File: src/rtl/pktmem_pkg.sv
package pktmem_pkg;
  localparam int OFFS_W      = 11;
  localparam int PTR_RX_BIT  = 15;
  localparam int PTR_INC_BIT = 14;
  localparam int PTR_RD_BIT  = 13;

  typedef enum logic [1:0] {
    SEL_PTR     = 2'd0,
    SEL_PNR     = 2'd1,
    SEL_DATA    = 2'd2,
    SEL_DATA_HI = 2'd3
  } host_sel_e;

  typedef struct packed {
    logic              rx_sel;
    logic              auto_inc;
    logic              rd_mode;
    logic [OFFS_W-1:0] offs;
  } ptr_t;
endpackage

File: src/rtl/pm_ptr_reg.sv
module pm_ptr_reg
  import pktmem_pkg::*;
(
  input  logic        clk_i,
  input  logic        rst_ni,
  input  logic        ptr_we_i,
  input  logic [15:0] ptr_wdata_i,
  input  logic        adv_i,
  input  logic        adv_byte_i,
  output ptr_t        ptr_o
);
  localparam logic [OFFS_W-1:0] STEP_BYTE = OFFS_W'(1);
  localparam logic [OFFS_W-1:0] STEP_WORD = OFFS_W'(2);

  ptr_t ptr_q;
  logic unused_bits;
  assign unused_bits = ^ptr_wdata_i[PTR_RD_BIT-1:OFFS_W];

  always_ff @(posedge clk_i or negedge rst_ni) begin
    if (!rst_ni) begin
      ptr_q <= '0;
    end else if (ptr_we_i) begin
      ptr_q.rx_sel   <= ptr_wdata_i[PTR_RX_BIT];
      ptr_q.auto_inc <= ptr_wdata_i[PTR_INC_BIT];
      ptr_q.rd_mode  <= ptr_wdata_i[PTR_RD_BIT];
      ptr_q.offs     <= ptr_wdata_i[OFFS_W-1:0];
    end else if (adv_i) begin
      ptr_q.offs <= ptr_q.offs + (adv_byte_i ? STEP_BYTE : STEP_WORD);
    end
  end

  assign ptr_o = ptr_q;
endmodule

File: src/rtl/pm_addr_gen.sv
module pm_addr_gen
  import pktmem_pkg::*;
#(
  parameter int PNUM_W     = 4,
  parameter int PAGE_SHIFT = 8,
  localparam int ADDR_W    = PNUM_W + PAGE_SHIFT
) (
  input  ptr_t              ptr_i,
  input  logic [PNUM_W-1:0] rx_head_i,
  input  logic [PNUM_W-1:0] pnr_i,
  output logic [ADDR_W-1:0] byte_addr_o
);
  logic [PNUM_W-1:0] pnum;
  logic [ADDR_W-1:0] page_base;
  logic [ADDR_W-1:0] offs_ext;

  assign pnum      = ptr_i.rx_sel ? rx_head_i : pnr_i;
  assign page_base = {pnum, {PAGE_SHIFT{1'b0}}};

  generate
    if (ADDR_W >= OFFS_W) begin : g_wide
      assign offs_ext = {{(ADDR_W-OFFS_W){1'b0}}, ptr_i.offs};
    end else begin : g_narrow
      assign offs_ext = ptr_i.offs[ADDR_W-1:0];
    end
  endgenerate

  // modulo the RAM size: carry out is dropped
  assign byte_addr_o = page_base + offs_ext;
endmodule

File: src/rtl/pm_fetch_buf.sv
module pm_fetch_buf #(
  parameter int DATA_W = 16
) (
  input  logic              clk_i,
  input  logic              rst_ni,
  input  logic              fetch_i,
  input  logic [DATA_W-1:0] ram_rdata_i,
  output logic              ram_re_o,
  output logic [DATA_W-1:0] buf_o,
  output logic              busy_o
);
  logic              req_q;
  logic              cap_q;
  logic [DATA_W-1:0] buf_q;

  always_ff @(posedge clk_i or negedge rst_ni) begin
    if (!rst_ni) begin
      req_q <= 1'b0;
      cap_q <= 1'b0;
      buf_q <= '0;
    end else begin
      req_q <= fetch_i;
      cap_q <= req_q;
      if (cap_q) buf_q <= ram_rdata_i;
    end
  end

  assign ram_re_o = req_q;
  assign buf_o    = buf_q;
  assign busy_o   = req_q | cap_q;
endmodule

File: src/rtl/pm_data_port.sv
module pm_data_port
  import pktmem_pkg::*;
#(
  parameter int PNUM_W     = 4,
  parameter int PAGE_SHIFT = 8,
  localparam int ADDR_W    = PNUM_W + PAGE_SHIFT,
  localparam int WADDR_W   = ADDR_W - 1
) (
  input  logic               clk_i,
  input  logic               rst_ni,
  input  logic               host_wr_i,
  input  logic               host_rd_i,
  input  logic [1:0]         host_sel_i,
  input  logic               host_byte_i,
  input  logic [15:0]        host_wdata_i,
  output logic [15:0]        host_rdata_o,
  output logic               host_ready_o,
  input  logic [PNUM_W-1:0]  rx_head_i,
  output logic [WADDR_W-1:0] ram_addr_o,
  output logic               ram_re_o,
  output logic               ram_we_o,
  output logic [1:0]         ram_be_o,
  output logic [15:0]        ram_wdata_o,
  input  logic [15:0]        ram_rdata_i
);
  host_sel_e         sel;
  ptr_t              ptr_q;
  logic [PNUM_W-1:0] pnr_q;
  logic [ADDR_W-1:0] byte_addr;
  logic [15:0]       buf_word;
  logic              busy;
  logic              is_data, ptr_we, pnr_we, data_wr, data_rd, fetch, lane;
  logic              auto_inc_q;
  logic [OFFS_W-1:0] offs_q;

  assign sel        = host_sel_e'(host_sel_i);
  assign is_data    = (sel == SEL_DATA) || (sel == SEL_DATA_HI);
  assign ptr_we     = host_wr_i && (sel == SEL_PTR);
  assign pnr_we     = host_wr_i && (sel == SEL_PNR);
  assign data_wr    = host_wr_i && is_data;
  assign data_rd    = host_rd_i && is_data;
  assign fetch      = (ptr_we && host_wdata_i[PTR_RD_BIT]) || data_rd;
  assign auto_inc_q = ptr_q.auto_inc;
  assign offs_q     = ptr_q.offs;

  always_ff @(posedge clk_i or negedge rst_ni) begin
    if (!rst_ni)     pnr_q <= '0;
    else if (pnr_we) pnr_q <= host_wdata_i[PNUM_W-1:0];
  end

  pm_ptr_reg u_ptr (
    .clk_i       (clk_i),
    .rst_ni      (rst_ni),
    .ptr_we_i    (ptr_we),
    .ptr_wdata_i (host_wdata_i),
    .adv_i       ((data_wr || data_rd) && ptr_q.auto_inc),
    .adv_byte_i  (host_byte_i),
    .ptr_o       (ptr_q)
  );

  pm_addr_gen #(.PNUM_W(PNUM_W), .PAGE_SHIFT(PAGE_SHIFT)) u_addr (
    .ptr_i       (ptr_q),
    .rx_head_i   (rx_head_i),
    .pnr_i       (pnr_q),
    .byte_addr_o (byte_addr)
  );

  pm_fetch_buf #(.DATA_W(16)) u_fetch (
    .clk_i       (clk_i),
    .rst_ni      (rst_ni),
    .fetch_i     (fetch),
    .ram_rdata_i (ram_rdata_i),
    .ram_re_o    (ram_re_o),
    .buf_o       (buf_word),
    .busy_o      (busy)
  );

  assign lane         = byte_addr[0];
  assign ram_addr_o   = byte_addr[ADDR_W-1:1];
  assign ram_we_o     = data_wr;
  assign ram_be_o     = host_byte_i ? (lane ? 2'b10 : 2'b01) : 2'b11;
  assign ram_wdata_o  = host_byte_i ? {2{host_wdata_i[7:0]}} : host_wdata_i;
  assign host_ready_o = !busy;

  always_comb begin
    unique case (sel)
      SEL_PTR: host_rdata_o = {ptr_q.rx_sel, ptr_q.auto_inc, ptr_q.rd_mode,
                               {(PTR_RD_BIT-OFFS_W){1'b0}}, ptr_q.offs};
      SEL_PNR: host_rdata_o = {{(16-PNUM_W){1'b0}}, pnr_q};
      default: begin
        if (!host_byte_i) host_rdata_o = buf_word;
        else if (lane)    host_rdata_o = {8'h00, buf_word[15:8]};
        else              host_rdata_o = {8'h00, buf_word[7:0]};
      end
    endcase
  end
endmodule

File: config.mk
export PLATFORM = sky130hd
export DESIGN_NAME = pm_data_port
export DESIGN_NICKNAME = d
export VERILOG_FILES = /design/src/rtl/pktmem_pkg.sv /design/src/rtl/pm_ptr_reg.sv /design/src/rtl/pm_addr_gen.sv /design/src/rtl/pm_fetch_buf.sv /design/src/rtl/pm_data_port.sv
export SDC_FILE = /design/constraint.sdc
export NUM_CORES = 1
export LEC_CHECK = 0
export BUFFER_PORTS_ARGS = -buffer_cell sky130_fd_sc_hd__buf_2
export CAP_MARGIN = 5
export CORE_ASPECT_RATIO = 0.6
export CORE_UTILIZATION = 53
export DETAILED_ROUTE_END_ITERATION = 6
export PLACE_DENSITY = 0.82
export SLEW_MARGIN = 20
export SYNTH_ARGS = -nofsm -noshare
export SYNTH_HDL_FRONTEND = slang
export SYNTH_SLANG_ARGS = --single-unit
File: constraint.sdc
create_clock -name clk_i -period 4.5 [get_ports clk_i]
set_input_delay 0.45 -clock clk_i [delete_from_list [all_inputs] [get_ports clk_i]]
set_output_delay 0.45 -clock clk_i [all_outputs]
set_load 0.005 [all_outputs]
==> summary.md <==
| Metric | Value |
|---|---|
| CP startpoint kind | `flip-flop` |
| Sequential share of the synthesized area | `38.67%` |
| Max layer used | `met4` |
| Initial core utilization | `55.92%` |
| Fin nets | `341` |
| Fraction of layout cells with a size suffix above 1 | `46.74%` |
| GRT overflow | `0` |
| Critical path type | `reg -> out` |
| Arr. time, crit path | `2.13 ns` |
| CTS Buf Count | `5` |
| Sinks on Clock Net | `36` |
| DRC violations left | `0` |
| Core ar. | `4167 sq um` |
| Peak supply drop | `213.0 uV` |
| Hold-fix buffers at CTS | `0` |
| CP endpoint kind | `output port` |
| Post-Synth XOR/XNOR Area | `1.128%` |
| Dpl hpwl | `4328 um` |
| Distinct cells, synth | `37` |
| Net count after synthesis | `273` |
| Total routed wirelength | `5720 um` |
| Main combinational cell family by area after synthesis | `multiplexers` |
| First-pass GRT wire length | `8880 um` |
| Core Rows | `18` |
| Total GRT Usage | `26.41%` |
| Simple-gate share of the synthesized area | `12.89%` |
| Unrepaired setup endpoints after global routing | `false` |
| Drt wl/cell | `16.30 um` |
| WP data required | `4.05 ns` |
| Clk pin slew, worst setup/hold paths | `0.07 ns` |
| Max-slew headroom | `46.42%` |
| Fin. max-slew vios | `0` |
| Synth Area per Inst | `10.49 sq um` |
| Syn Inst Count | `222` |
| DR WL met2 | `2477 um` |
| M1 wire length | `2743 um` |
| Final core utilization | `66.19%` |
| TNS Setup | `0 ns` |
| N_diodes | `0` |
| RePlAce Congestion | `0.7965` |
| Die area | `4674 sq um` |
| Flops & latches, synth | `36` |
| Compound-Gate Fraction of Synth Area | `13.00%` |
| Clock Path Buffers | `2` |
| Post-layout minimum cycle time | `2.578 ns` |
| DR iter-0 viols | `73` |
| H-Tree Depth | `2` |
| Fill cells | `358` |
| Multiplexer share of the synthesized area | `19.87%` |
| Highest clock rate | `0.3878 GHz` |
| CTS Root Buffer Type | `clkbuf_8` |
| Fin. Hold Viols | `0` |
| Worst-margin pin slew | `0.8037 ns` |
| Antenna violations before repair | `0` |
| DRT Pass-1 Iters | `4` |
| Max-Cap Viols | `0` |
| DIE WIDTH | `87.60 um` |
| Worst R2R Path Depth | `6` |
| Post-route ant nets | `0` |
| Synth warnings | `0` |
| Vias per cell | `5.570` |
| Min-Delay Path Class | `in -> async` |
| TritonCTS clock tree | `built` |
| Leakage | `1.358 nW` |
| IO Count | `91` |
| Met3 WL | `448 um` |
| Final setup fails | `0` |
| Final period utilization | `57.30%` |
| Outcome | `finished, final reports clean` |
| Input/output buffers | `90` |
| Number of global-route vias before repair | `1740` |
| DR vias | `1955` |
| Die Y | `53.36 um` |
| Largest net degree at the start of global routing | `37` |
| Skew final | `0.003632 ns` |
| PD cells | `372.9 nW/um^2` |
| Worst skew pair latency | `0.29 ns` |
| Netlist Area Pre-Place | `2330 sq um` |
| CP max FO | `6` |
| Setup Buffers After CTS | `0` |
| Area Growth Syn to Fin | `18.37%` |
| Synth Area in Adders | `4.941%` |
| Cts repair resizes | `0` |
cell type report:
type,count,area (sq um),share of cell area (%)
well taps,60,75.07,2.722
flip-flops and latches,36,900.9,32.67
repair buffers,90,450.4,16.33
clock buffers,8,90.09,3.267
multi-input cells,148,1207,43.78
inverters,9,33.78,1.225
through the flow:
stage	cells	hold WS (ns)	worst slack [ns]	power (mW)	cell area (sq um)
global route	351	0.2934	1.771	1.097	2758
global placement	343	0.4213	2.247	0.7794	2668
floorplan	222	0.1544	2.313	0.6941	2330
CTS	351	0.2653	1.898	1.033	2758
finish	351	0.2411	1.922	1.028	2758
detailed placement	343	0.4244	2.224	0.7943	2668
synth_stat cells:
cell,instances,area share (%)
fa_1,2,1.7
inv_1,9,1.4
nor3b_4,1,0.81
buf_4,20,6.4
a21o_1,2,0.64
nand3_2,1,0.43
nor2b_1,4,1.1
nand3_1,6,1.3
ha_1,6,3.2
o311ai_0,5,1.9
or4_4,1,0.48
nand3b_1,1,0.32
a211oi_1,4,1.3
dfrtp_1,36,39
xnor2_1,1,0.38
mux2_2,34,16
a21boi_0,1,0.32
mux2i_1,8,3.4
o211ai_1,1,0.32
nor2_1,5,0.81
and2_1,4,1.1
o211ai_2,1,0.54
a221o_1,2,0.86
a21oi_1,6,1.3
buf_2,3,0.64
a22oi_1,1,0.32
nor4_1,2,0.54
o21ai_0,5,1.1
or4_1,3,0.97
clkbuf_1,6,0.97
xor2_1,2,0.75
or3b_1,1,0.38
a22o_1,9,3.4
o211a_4,1,0.75
nand2_1,26,4.2
nand4_2,1,0.54
o31ai_1,1,0.32
critical path, cell delays in order, from the launching register on:
cell and delay (ns):
dfrtp_1 0.52, mux2i_1 0.32, inv_1 0.09, ha_1 0.28, a21o_1 0.18, a21oi_1 0.17, xor2_1 0.15, buf_2 0.13
path summary, 6_finish.rpt:
| kind | startpoint | endpoint | slack, ns |
|---|---|---|---|
| worst max-delay path | u_ptr.ptr_o[13] | ram_addr_o[10] | 1.92 |
| worst min register to register | u_fetch.ram_re_o | u_fetch.cap_q | 0.44 |
| min in group clk_i | host_wdata_i[14] | u_ptr.ptr_o[12] | 0.36 |
| max in group asynchronous | rst_ni | u_ptr.ptr_o[11] | 3.75 |
| worst min-delay path | rst_ni | u_fetch.buf_o[3] | 0.24 |
| worst max register to register | u_ptr.ptr_o[0] | u_ptr.ptr_o[8] | 2.71 |
state kept, by name, summed over array words and instances (netlist names):
| signal | flops |
|---|---|
| u_fetch.buf_o | 16 |
| u_fetch.cap_q | 1 |
| pnr_q | 4 |
| u_ptr.ptr_o | 14 |
| u_fetch.ram_re_o | 1 |
per-layer routing:
layer | GRT usage (%) | vias up
li1 | - | 917
met1 | 37.33 | 944
met2 | 40.36 | 87
met3 | 7.332 | 7
met4 | 5.738 | 0
met5 | 0 | -
layout by cell type, fill, tap and decap left out, drive strengths merged:
cell,n
nor2,5
clkbuf,8
o311ai,5
buf,90
nand3b,1
mux2,34
o21ai,5
a21oi,6
nor4,2
a211oi,4
nand3,7
nor2b,4
inv,9
and2,4
o31ai,1
mux2i,8
nand2,26
nand4,1
a22o,9
ha,6
o211ai,2
o211a,1
xnor2,1
a21boi,1
or3b,1
dfrtp,36
fa,2
a21o,2
a22oi,1
or4,4
xor2,2
nor3b,1
a221o,2
kinds of logic after synthesis:
family / after synthesis
xor gates and xnor gates: 3
muxes: 42
buffers and inverters: 38
adders and majority gates: 8
AOI/OAI and AO/OA: 39
DFF: 36
and+or+nand+nor: 56
report_power, final:
part | switching (mW) | internal [mW]
registers | 0.0756 | 0.382
clock network | 0.115 | 0.125
logic | 0.153 | 0.178
total | 0.343 | 0.685
(Power assumes the default switching activity.)
